<file path="config.mk">
export PLATFORM = sky130hd
export DESIGN_NAME = qrs_sequencer
export DESIGN_NICKNAME = d
export VERILOG_FILES = /design/src/rtl/qrs_pkg.sv /design/src/rtl/qrs_det_sync.sv /design/src/rtl/qrs_interval_timer.sv /design/src/rtl/qrs_ctrl.sv /design/src/rtl/qrs_sequencer.sv
export SDC_FILE = /design/constraint.sdc
export NUM_CORES = 1
export LEC_CHECK = 0
export BUFFER_PORTS_ARGS = -buffer_cell sky130_fd_sc_hd__buf_4
export CORE_MARGIN = 2
export CORE_UTILIZATION = 40
export CTS_CLUSTER_DIAMETER = 200
export CTS_CLUSTER_SIZE = 10
export DETAILED_ROUTE_END_ITERATION = 8
export HOLD_SLACK_MARGIN = 0.06
export MAX_ROUTING_LAYER = met4
export PLACE_DENSITY = 0.69
export SYNTH_ARGS = -nofsm -noshare
export SYNTH_HDL_FRONTEND = slang
export SYNTH_SLANG_ARGS = --single-unit
</file>
<file path="constraint.sdc">
create_clock -name clk_i -period 3.9 [get_ports clk_i]
set_clock_uncertainty 0.2 [all_clocks]
set_input_delay 0.78 -clock clk_i [delete_from_list [all_inputs] [get_ports clk_i]]
set_output_delay 0.78 -clock clk_i [all_outputs]
set_load 0.005 [all_outputs]
</file>
<file path="src/rtl/qrs_pkg.sv">
package qrs_pkg;
  typedef enum logic [1:0] {
    ST_CHARGE = 2'd0,
    ST_ARMED  = 2'd1,
    ST_REACT  = 2'd2,
    ST_QUENCH = 2'd3
  } qrs_state_e;

  function automatic int qrs_max3(input int a, input int b, input int c);
    int m;
    m = (a > b) ? a : b;
    return (m > c) ? m : c;
  endfunction
endpackage

</file>
<file path="src/rtl/qrs_det_sync.sv">
// Detect-level synchroniser; every stage is flushed while clr_i is high.
module qrs_det_sync #(
  parameter int STAGES = 2
) (
  input  logic clk_i,
  input  logic rst_i,
  input  logic clr_i,
  input  logic det_i,
  output logic det_o
);
  generate
    if (STAGES == 0) begin : g_bypass
      assign det_o = det_i & ~clr_i;
    end else begin : g_chain
      logic [STAGES-1:0] stg_q;
      always_ff @(posedge clk_i) begin
        if (rst_i || clr_i) stg_q <= '0;
        else                stg_q <= {stg_q[STAGES-2+((STAGES==1)?1:0):0], det_i};
      end
      assign det_o = stg_q[STAGES-1];
    end
  endgenerate
endmodule

</file>
<file path="src/rtl/qrs_interval_timer.sv">
// Down counter: loaded with (duration-1), done when it reads zero.
module qrs_interval_timer #(
  parameter int W        = 4,
  parameter int INIT_VAL = 0
) (
  input  logic         clk_i,
  input  logic         rst_i,
  input  logic         ld_i,
  input  logic [W-1:0] ld_val_i,
  output logic         done_o
);
  logic [W-1:0] cnt_q;

  always_ff @(posedge clk_i) begin
    if (rst_i)              cnt_q <= W'(INIT_VAL);
    else if (ld_i)          cnt_q <= ld_val_i;
    else if (cnt_q != '0)   cnt_q <= cnt_q - 1'b1;
  end

  assign done_o = (cnt_q == '0);
endmodule

</file>
<file path="src/rtl/qrs_ctrl.sv">
// State sequencing and registered switch / status outputs.
module qrs_ctrl
  import qrs_pkg::*;
#(
  parameter int RECHARGE_CYC = 3,
  parameter int REACT_CYC    = 1,
  parameter int RECOVER_CYC  = 13,
  parameter int CNT_W        = 4
) (
  input  logic             clk_i,
  input  logic             rst_i,
  input  logic             det_s_i,
  input  logic             tmr_done_i,
  output logic             tmr_ld_o,
  output logic [CNT_W-1:0] tmr_val_o,
  output logic             load_o,
  output logic             quench_o,
  output logic             event_o,
  output logic             busy_o
);
  localparam logic [CNT_W-1:0] RCH_LD = CNT_W'(RECHARGE_CYC - 1);
  localparam logic [CNT_W-1:0] RCT_LD = CNT_W'((REACT_CYC > 0) ? REACT_CYC - 1 : 0);
  localparam logic [CNT_W-1:0] RCV_LD = CNT_W'(RECOVER_CYC - 1);
  localparam qrs_state_e AFTER_HIT = (REACT_CYC > 0) ? ST_REACT : ST_QUENCH;

  qrs_state_e st_q, st_d;
  logic load_q, quench_q, event_q, busy_q;

  always_comb begin
    st_d = st_q;
    unique case (st_q)
      ST_CHARGE: if (tmr_done_i) st_d = ST_ARMED;
      ST_ARMED:  if (det_s_i)    st_d = AFTER_HIT;
      ST_REACT:  if (tmr_done_i) st_d = ST_QUENCH;
      ST_QUENCH: if (tmr_done_i) st_d = ST_CHARGE;
      default:                   st_d = ST_CHARGE;
    endcase
  end

  always_comb begin
    tmr_ld_o  = (st_d != st_q);
    unique case (st_d)
      ST_CHARGE: tmr_val_o = RCH_LD;
      ST_REACT:  tmr_val_o = RCT_LD;
      ST_QUENCH: tmr_val_o = RCV_LD;
      default:   tmr_val_o = '0;
    endcase
  end

  always_ff @(posedge clk_i) begin
    if (rst_i) begin
      st_q     <= ST_CHARGE;
      load_q   <= 1'b1;
      quench_q <= 1'b0;
      event_q  <= 1'b0;
      busy_q   <= 1'b1;
    end else begin
      st_q     <= st_d;
      load_q   <= (st_d == ST_CHARGE);
      quench_q <= (st_d == ST_QUENCH);
      event_q  <= (st_q == ST_ARMED) && det_s_i;
      busy_q   <= (st_d != ST_ARMED);
    end
  end

  assign load_o   = load_q;
  assign quench_o = quench_q;
  assign event_o  = event_q;
  assign busy_o   = busy_q;
endmodule

</file>
<file path="src/rtl/qrs_sequencer.sv">
module qrs_sequencer
  import qrs_pkg::*;
#(
  parameter int RECHARGE_CYC = 3,
  parameter int REACT_CYC    = 1,
  parameter int RECOVER_CYC  = 13,
  parameter int SYNC_STAGES  = 2
) (
  input  logic clk_i,
  input  logic rst_i,
  input  logic det_i,
  output logic load_en_o,
  output logic quench_en_o,
  output logic event_o,
  output logic busy_o
);
  localparam int MAX_CYC = qrs_max3(RECHARGE_CYC, REACT_CYC, RECOVER_CYC);
  localparam int CNT_W   = (MAX_CYC < 2) ? 1 : $clog2(MAX_CYC);

  logic             det_s;
  logic             tmr_ld, tmr_done;
  logic [CNT_W-1:0] tmr_val;

  qrs_det_sync #(.STAGES(SYNC_STAGES)) u_sync (
    .clk_i (clk_i),
    .rst_i (rst_i),
    .clr_i (load_en_o),
    .det_i (det_i),
    .det_o (det_s)
  );

  qrs_interval_timer #(.W(CNT_W), .INIT_VAL(RECHARGE_CYC - 1)) u_tmr (
    .clk_i    (clk_i),
    .rst_i    (rst_i),
    .ld_i     (tmr_ld),
    .ld_val_i (tmr_val),
    .done_o   (tmr_done)
  );

  qrs_ctrl #(
    .RECHARGE_CYC (RECHARGE_CYC),
    .REACT_CYC    (REACT_CYC),
    .RECOVER_CYC  (RECOVER_CYC),
    .CNT_W        (CNT_W)
  ) u_ctrl (
    .clk_i      (clk_i),
    .rst_i      (rst_i),
    .det_s_i    (det_s),
    .tmr_done_i (tmr_done),
    .tmr_ld_o   (tmr_ld),
    .tmr_val_o  (tmr_val),
    .load_o     (load_en_o),
    .quench_o   (quench_en_o),
    .event_o    (event_o),
    .busy_o     (busy_o)
  );
endmodule

</file>
==> flow_summary.yaml, run 1 <==
synthesis:
  async_flop_share_pct: 0
  synth.largest_area_cell: "dfxtp_1"
  yosysUniqueCellTypes: 29
  synth_common_cells: "12 x dfxtp_1, 5 x inv_1, 4 x a21oi_1, 4 x nand2b_1, 3 x nor2_1"
  syn_inst: 58
  synth_fp_nets: 62
  synth_ff_type: "dfxtp_1"
  synth-edff-count: 0
  ys_seq_elements: 12
  synth_area_um2: 549
  yosys.area.top_type_share_pct: 43.7
  syn_area_per_cell_um2: 9.47
  synthMostInstantiatedCell: "dfxtp_1"
  ys_seq_area_share_pct: 43.7
  ys_top_cells_by_area: "dfxtp_1 44%, nand2b_1 4.6%, a21oi_1 3.6%"
  yosysWarningCount: 0
clocking:
  h-tree-depth: 1
  clock_sinks: 12
  cts_tree: "yes"
  cts.path.max_buffers: 2
  postCtsSetupBuffers: 0
  path_clk_slew_ps: 70
  cts_resized: 0
  cts_root_buffer: "clkbuf_4"
  clk_latency_ps: 270
  hold_buffers: 0
  cts_made_buffers: 3
layout:
  final_layout_size_suffix_gt1_share_pct: 16.7
  layout.nets: 71
  finalInstanceArea_um2: 641
  diodes: 0
  area_growth_syn_to_layout_pct: 16.6
setup_path:
  critPathSlowestCell: "nor3b_4"
  path_buf_inv: 1
  worstPathCellList: "inv_1 -> ha_1 -> nor3b_4 -> mux2i_1 -> a221o_1"
  rr_worst_depth: 5
  cpPeakStageDelay_ps: 440
  worstPathMaxFanout: 10
  arrival_ps: 1820
  cp_top_family: "simple AND/OR/NAND/NOR gates"
  r2r_end: "u_tmr.cnt_q[1]"
  critPathLaunch: "u_tmr.cnt_q[0]"
  startpoint_type: "flip-flop"
  r2r_slack_ps: 2040
  cp-end-kind: "flip-flop"
  critPathKind: "flip-flop to flip-flop"
  critPathRequiredTime_ps: 3860
  r2r_start: "u_tmr.cnt_q[0]"
placement:
  io_buffers: 6
  place.gp.congestion: 0.833
  postPlaceCellArea_um2: 604
  hpwlAfterDp_um: 709
timing:
  finalCriticalPeriod_ps: 1860
  final_hold_viol_count: 0
  tightestPinTransition_ps: 537
  drv_slew: 0
  rsz0062_at_grt: "false"
  report.final.setup_viol: 0
  setup-tns-final_ps: 0
  min_period_over_period_pct: 47.7
  fmax_mhz: 538
  max-slew-margin-rel_pct: 63.7
pwr:
  power.density_nw_per_um2: 651
  ir_drop_mv: 0.408
  power.leakage_nw: 0.248
routing:
  wl_per_cell_um: 12.1
  routed-wl-met3_um: 31
  drt_iter0_markers: 10
  firstDrtPassIters: 4
  wl_um: 983
  met2_length_um: 449
  met1_length_um: 485
  highest_layer: "met4"
  routed-via-count: 418
  drc: 0
  via_per_inst: 5.16
  ant_nets: 0
global_routing:
  grt_max_degree: 13
  grt_overflow_total: 0
  antenna_found_initial: 0
  grt_pass1_wl_mm: 1.50
  track_usage_pct: 14.7
  grt_pass1_vias: 341
status:
  outcome: "finished clean"
floorplanning:
  die_y_um: 41.1
  die_x_um: 41.1
  rows: 13
  ios: 7
  dieArea_um2: 1690
  initial_core_util_pct: 42.7
  core_area_um2: 1280
worst_hold_path:
  hold_end: "u_sync.g_chain.stg_q[1]"
  hold_path_depth: 1
  hold_path_startpoint: "u_sync.g_chain.stg_q[0]"
  hp-class: "flip-flop to flip-flop"
flow_run:
  maxCapViolCount: 0
-- per-stage QoR --
step / setup slack (ps) / power, mW / util, % / std cells / hold WS, ps
after global placement: 2040 / 0.322 / 47.0 / 77 / 247
after detailed placement: 2030 / 0.323 / 47.0 / 77 / 251
after floorplan: 2210 / 0.290 / - / 58 / 242
after global routing: 1880 / 0.449 / 49.9 / 81 / 272
final: 2040 / 0.417 / 49.9 / 81 / 257
after CTS: 2030 / 0.423 / 49.9 / 81 / 262
-- placed cells by master (no fill, tap or decap), types with 2 or more instances in the layout --
cell type | synthesis | final
nor2_1 | 3 | 3
nor2b_1 | 2 | 2
dfxtp_1 | 12 | 12
nor3_1 | 2 | 2
nand2b_1 | 4 | 4
nor4b_1 | 2 | 2
a211o_1 | 2 | 2
inv_1 | 5 | 5
clkbuf_4 | 0 | 3
buf_4 | 0 | 6
a21oi_1 | 4 | 4
nor3b_1 | 2 | 2
or3_1 | 2 | 2
-- state kept, by name (all words and copies together), names as in the netlist --
| name | flops |
|---|---|
| u_ctrl.busy_o | 1 |
| u_ctrl.quench_o | 1 |
| u_sync.g_chain.stg_q | 2 |
| u_tmr.cnt_q | 4 |
| u_ctrl.load_o | 1 |
| u_ctrl.st_q | 2 |
| u_ctrl.event_o | 1 |
-- layout make-up --
type                       instances  area, µm²
fill                             133        644
multi-input combinational         39        282
sequential                        12        240
timing repair buffer               6       45.0
clock buffer                       4       36.3
inverter                           5       18.8
tap                               15       18.8
-- kinds of logic (layout without fill, tap and decap cells) --
kind of cell             after synthesis  after routing  share of synthesized area (%)
AND/OR/NAND/NOR                       23             23                           28.7
AO/OA/AOI/OAI                         13             13                           16.9
flip-flops                            12             12                           43.7
buffers and inverters                  7             15                           5.01
adder cells (fa/ha/maj)                1              1                           2.28
XOR/XNOR                               1              1                           1.59
multiplexers                           1              1                           1.82
-- worst max-delay path by stage --
stage / endpoint / slack, ps / cells after the start
floorplan: u_tmr.cnt_q[1] / 2210 / 5
global placement: u_tmr.cnt_q[1] / 2040 / 5
detailed placement: u_tmr.cnt_q[1] / 2030 / 5
CTS: u_tmr.cnt_q[1] / 2030 / 5
global route: u_tmr.cnt_q[1] / 1880 / 5
finish: u_tmr.cnt_q[1] / 2040 / 5
-- layer usage --
layer	up-vias	global-route usage (%)
met4	0	10.0
met2	5	19.1
met3	2	4.89
met1	187	18.8
met5	-	-
li1	224	-
-- power breakdown --
group,leakage [nW],internal (mW),switching [mW]
Combinational,0.129,0.0778,0.0634
Clock,0.0210,0.0567,0.0396
Sequential,0.0979,0.147,0.0324
-- worst register-to-register path: stages, from the launching register on --
cell     delay, ps
dfxtp_1        340
inv_1           60
ha_1           220
nor3b_4        440
mux2i_1        140
a221o_1        350
Power figures use the tool's default switching activity.
==> run 2, diff against run 1 <==
- PLACE_DENSITY: 0.69 -> 0.71
- clock period: 3.9 -> 1.6 ns (I/O delays scaled with it)
==> flow_summary.yaml, run 2 (same netlist as run 1, synthesis figures left out) <==
status:
  outcome: "finished with violations"
  violations: "negative setup slack"
pwr:
  power.density_nw_per_um2: 1630
  power.leakage_nw: 0.290
  ir_drop_mv: 0.869
  p_total_mw: 1.19
timing:
  setup-tns-final_ps: -10.7
  rsz0062_at_grt: "true"
  min_period_over_period_pct: 101
  report.final.setup_viol: 1
  fmax_mhz: 621
  holdWs_ps: 95.7
  finalCriticalPeriod_ps: 1610
  tightestPinTransition_ps: 345
  drv_slew: 0
  finalWorstSetupSlack_ps: -10.7
  final_hold_viol_count: 0
  max-slew-margin-rel_pct: 76.6
routing:
  drc: 0
  firstDrtPassIters: 4
  via_per_inst: 5.29
  wl_mm: 1.15
  ant_nets: 0
  wl_per_cell_um: 12.9
  drt_iter0_markers: 10
  routed-via-count: 471
floorplanning:
  dieArea_um2: 1690
  die_x_um: 41.1
  initial_core_util_pct: 42.7
  die_y_um: 41.1
  rows: 13
  ios: 7
  core_area_um2: 1280
layout:
  multi_input_area_um2: 305
  layout.nets: 79
  area_growth_syn_to_layout_pct: 32.3
  largest_reg_flops: 4
  layout.area.seq_um2: 243
  finalInstanceArea_um2: 727
  final_common_cell: "buf_4"
  fillers: 126
  diodes: 0
  final_layout_size_suffix_gt1_share_pct: 35.1
  registers.top_by_ff_count: "u_tmr.cnt_q"
  final_cell_mix: "14 x buf_4, 10 x dfxtp_1, 4 x nand2b_1, 4 x a21oi_1"
  reg_top3: "u_tmr.cnt_q x4, u_ctrl.st_q x2, u_sync.g_chain.stg_q x2"
  final_core_util_pct: 56.6
clocking:
  cts_root_buffer: "clkbuf_4"
  cts_made_buffers: 3
  clock_sinks: 12
  clk_latency_ps: 270
  h-tree-depth: 1
  cts_tree: "yes"
  path_clk_slew_ps: 80
  cts.path.max_buffers: 2
  hold_buffers: 0
setup_path:
  worstPathMaxFanout: 6
  critPathRequiredTime_ps: 1590
  arrival_ps: 1600
  rr_worst_depth: 6
  startpoint_type: "flip-flop"
  cp-end-kind: "flip-flop"
  critPathKind: "flip-flop to flip-flop"
worst_hold_path:
  hp-class: "input port to flip-flop"
  hold_path_depth: 2
global_routing:
  grt_pass1_vias: 405
  use_met2_pct: 25.0
  grt_overflow_total: 0
  track_usage_pct: 18.2
  use_met3_pct: 8.15
  grt_max_degree: 13
  antenna_found_initial: 0
  grt_pass1_wl_mm: 1.84
  grtUsageMet1_pct: 23.6
  top_usage_layer: "met2"
placement:
  place.gp.congestion: 0.816
  postPlaceCellArea_um2: 671
  io_buffers: 6
  hpwlAfterDp_um: 797
flow_run:
  maxCapViolCount: 0
-- run 2: worst max-delay path, cell delays in order, from the launching register on --
cell and delay (ps):
dfxtp_2 340, inv_2 40, ha_4 160, nor3b_4 170, buf_4 170, a211o_1 300, a211oi_2 150
-- run 2: what timing repair did --
item,CTS,global route
hold endpoints to repair,0,0
cloned,0,0
pin swaps,1,0
gates resized for setup,0,1
setup buffers,1,1
setup endpoints to repair,3,5
-- run 2: final timing paths --
check | from | to | slack, ps
worst min-delay path | rst_i | u_ctrl.st_q[0] | 100
worst min register to register | u_sync.g_chain.stg_q[0] | u_sync.g_chain.stg_q[1] | 260
worst max register to register | u_tmr.cnt_q[1] | u_tmr.cnt_q[3] | -10
worst max-delay path | u_tmr.cnt_q[1] | u_tmr.cnt_q[3] | -10
-- run 2: layout make-up --
type | instances | area share [%]
inverter | 5 | 2.58
sequential | 12 | 33.4
timing repair buffer | 14 | 14.5
clock buffer | 4 | 4.99
tap | 15 | 2.58
multi-input combinational | 39 | 42.0
-- run 2: stage by stage --
| stage | cells | worst slack [ps] |
|---|---|---|
| CTS | 88 | -4.60 |
| global placement | 83 | 27.9 |
| floorplan | 58 | 18.4 |
| finish | 89 | -10.7 |
| global route | 89 | -70.7 |
| detailed placement | 83 | 3.01 |
-- run 2: power breakdown --
group / switching [mW] / internal [mW] / leakage [nW]
combinational: 0.224 / 0.296 / 0.171
clock: 0.101 / 0.138 / 0.0210
sequential: 0.0634 / 0.363 / 0.0978
total: 0.389 / 0.797 / 0.290
-- run 2: per-layer routing --
metal / vias to the layer above / part of all wire [%]
met5: - / 0
met3: 2 / 5.7
met2: 11 / 45
met4: 0 / 0.87
li1: 244 / -
met1: 214 / 48
==> run 3, diff against run 2 <==
- CTS_CLUSTER_SIZE: 10 -> 28
- RECOVER_POWER: not set -> 50
==> flow_summary.yaml, run 3 (same netlist as run 1, synthesis figures left out) <==
status:
  outcome: "finished with violations"
  violations: "negative setup slack"
layout:
  reg_top3: "u_tmr.cnt_q x4, u_ctrl.st_q x2, u_sync.g_chain.stg_q x2"
  layout.nets: 79
  diodes: 0
  fillers: 126
  largest_reg_flops: 4
  multi_input_area_um2: 305
  area_growth_syn_to_layout_pct: 32.3
  final_layout_size_suffix_gt1_share_pct: 35.1
  final_cell_mix: "11 x buf_4, 10 x dfxtp_1, 6 x clkbuf_4"
  final_core_util_pct: 56.6
  registers.top_by_ff_count: "u_tmr.cnt_q"
  final_common_cell: "buf_4"
  layout.area.seq_um2: 243
pwr:
  intPower_uw: 796
  power_frac_comb_pct: 43.8
  power.leakage_nw: 0.289
  ir_drop_mv: 0.869
  power.density_nw_per_um2: 1630
  clkPwrFrac_pct: 20.2
  p_seq_share_pct: 36.0
  p_switching_uw: 389
  p_sw_share_pct: 32.8
placement:
  hpwlAfterDp_um: 797
  place.gp.congestion: 0.816
  post-place-ws_ps: 3.01
  io_buffers: 6
floorplanning:
  die_y_um: 41.1
  ios: 7
  die_x_um: 41.1
  initial_core_util_pct: 42.7
  dieArea_um2: 1690
  rows: 13
  core_area_um2: 1280
routing:
  via_per_inst: 5.31
  ant_nets: 0
  wl_mm: 1.14
  drc: 0
  drt_iter0_markers: 10
  firstDrtPassIters: 4
  wl_per_cell_um: 12.8
  routed-via-count: 473
clocking:
  clk_latency_ps: 270
  h-tree-depth: 1
  cts_tree: "yes"
  cts_root_buffer: "clkbuf_4"
  clock_sinks: 12
  path_clk_slew_ps: 80
  cts_made_buffers: 3
  cts.path.max_buffers: 2
setup_path:
  startpoint_type: "flip-flop"
  worstPathMaxFanout: 6
  critPathRequiredTime_ps: 1590
  arrival_ps: 1600
  critPathKind: "flip-flop to flip-flop"
  cp-end-kind: "flip-flop"
timing:
  holdWs_ps: 95.7
  report.final.setup_viol: 1
  final_hold_viol_count: 0
  max-slew-margin-rel_pct: 76.6
  tightestPinTransition_ps: 345
  rsz0062_at_grt: "true"
  min_period_over_period_pct: 101
  finalCriticalPeriod_ps: 1610
  drv_slew: 0
  finalWorstSetupSlack_ps: -10.9
  fmax_mhz: 621
worst_hold_path:
  hp-class: "input port to flip-flop"
global_routing:
  antenna_found_initial: 0
  grt_pass1_vias: 405
  grt_overflow_total: 0
  grt_max_degree: 13
  track_usage_pct: 18.2
  grt_pass1_wl_mm: 1.84
flow_run:
  maxCapViolCount: 0
==> run 3: cell count changes in the layout (fill, tap and decap cells not counted) <==
cell,previous run,this run
clkbuf_4,3,6
buf_4,14,11
==> run 3: what timing repair did <==
item | 4_1_cts | 5_1_grt
setup endpoints to repair | 3 | 5
gates cloned | 0 | 0
hold buffers | 0 | 0
setup buffers | 1 | 1
resized for setup | 0 | 1
pin swaps | 1 | 0
==> run 3: path summary, 6_finish.rpt <==
path / endpoint / cells past startpoint / startpoint / slack, ps
max: u_tmr.cnt_q[3] / 6 / u_tmr.cnt_q[1] / -10
min: u_ctrl.st_q[0] / 2 / rst_i / 100
max reg2reg: u_tmr.cnt_q[3] / 6 / u_tmr.cnt_q[1] / -10
min reg2reg: u_sync.g_chain.stg_q[1] / 1 / u_sync.g_chain.stg_q[0] / 260
==> run 3: layer usage <==
layer / GRT usage (%) / up-vias / part of all wire [%]
met4: 5.00 / 0 / 0.88
met5: - / - / 0
met2: 25.0 / 11 / 45
met3: 8.15 / 2 / 5.7
met1: 23.6 / 216 / 48
li1: - / 244 / -
==> run 3: per-stage QoR <==
stage               std cells  area, µm²  power [mW]  TNS, ps
global placement           83        671       0.901        0
detailed placement         83        671       0.908        0
finish                     89        727        1.19    -10.9
global route               89        727        1.28     -269
floorplan                  58        571       0.748        0
CTS                        88        714        1.16    -4.60
==> run 3: power by group through the flow <==
stage               sequential (mW)  clock (mW)  combinational [mW]
floorplan                     0.425           0               0.323
global placement              0.429           0               0.472
detailed placement            0.433           0               0.476
CTS                           0.427       0.248               0.487
global route                  0.436       0.264               0.576
finish                        0.426       0.239               0.520
==> run 3: area by class of cell <==
cell class / count / area share [%]
clock buffers: 4 / 4.99
inverters: 5 / 2.58
multi-input cells: 39 / 42.0
flip-flops and latches: 12 / 33.4
well taps: 15 / 2.58
repair buffers: 14 / 14.5
==> run 3: critical path: stages (launching register included) <==
cell and delay [ps]:
dfxtp_2 340, inv_2 40, ha_4 160, nor3b_4 170, buf_4 170, a211o_1 300
a211oi_2 150
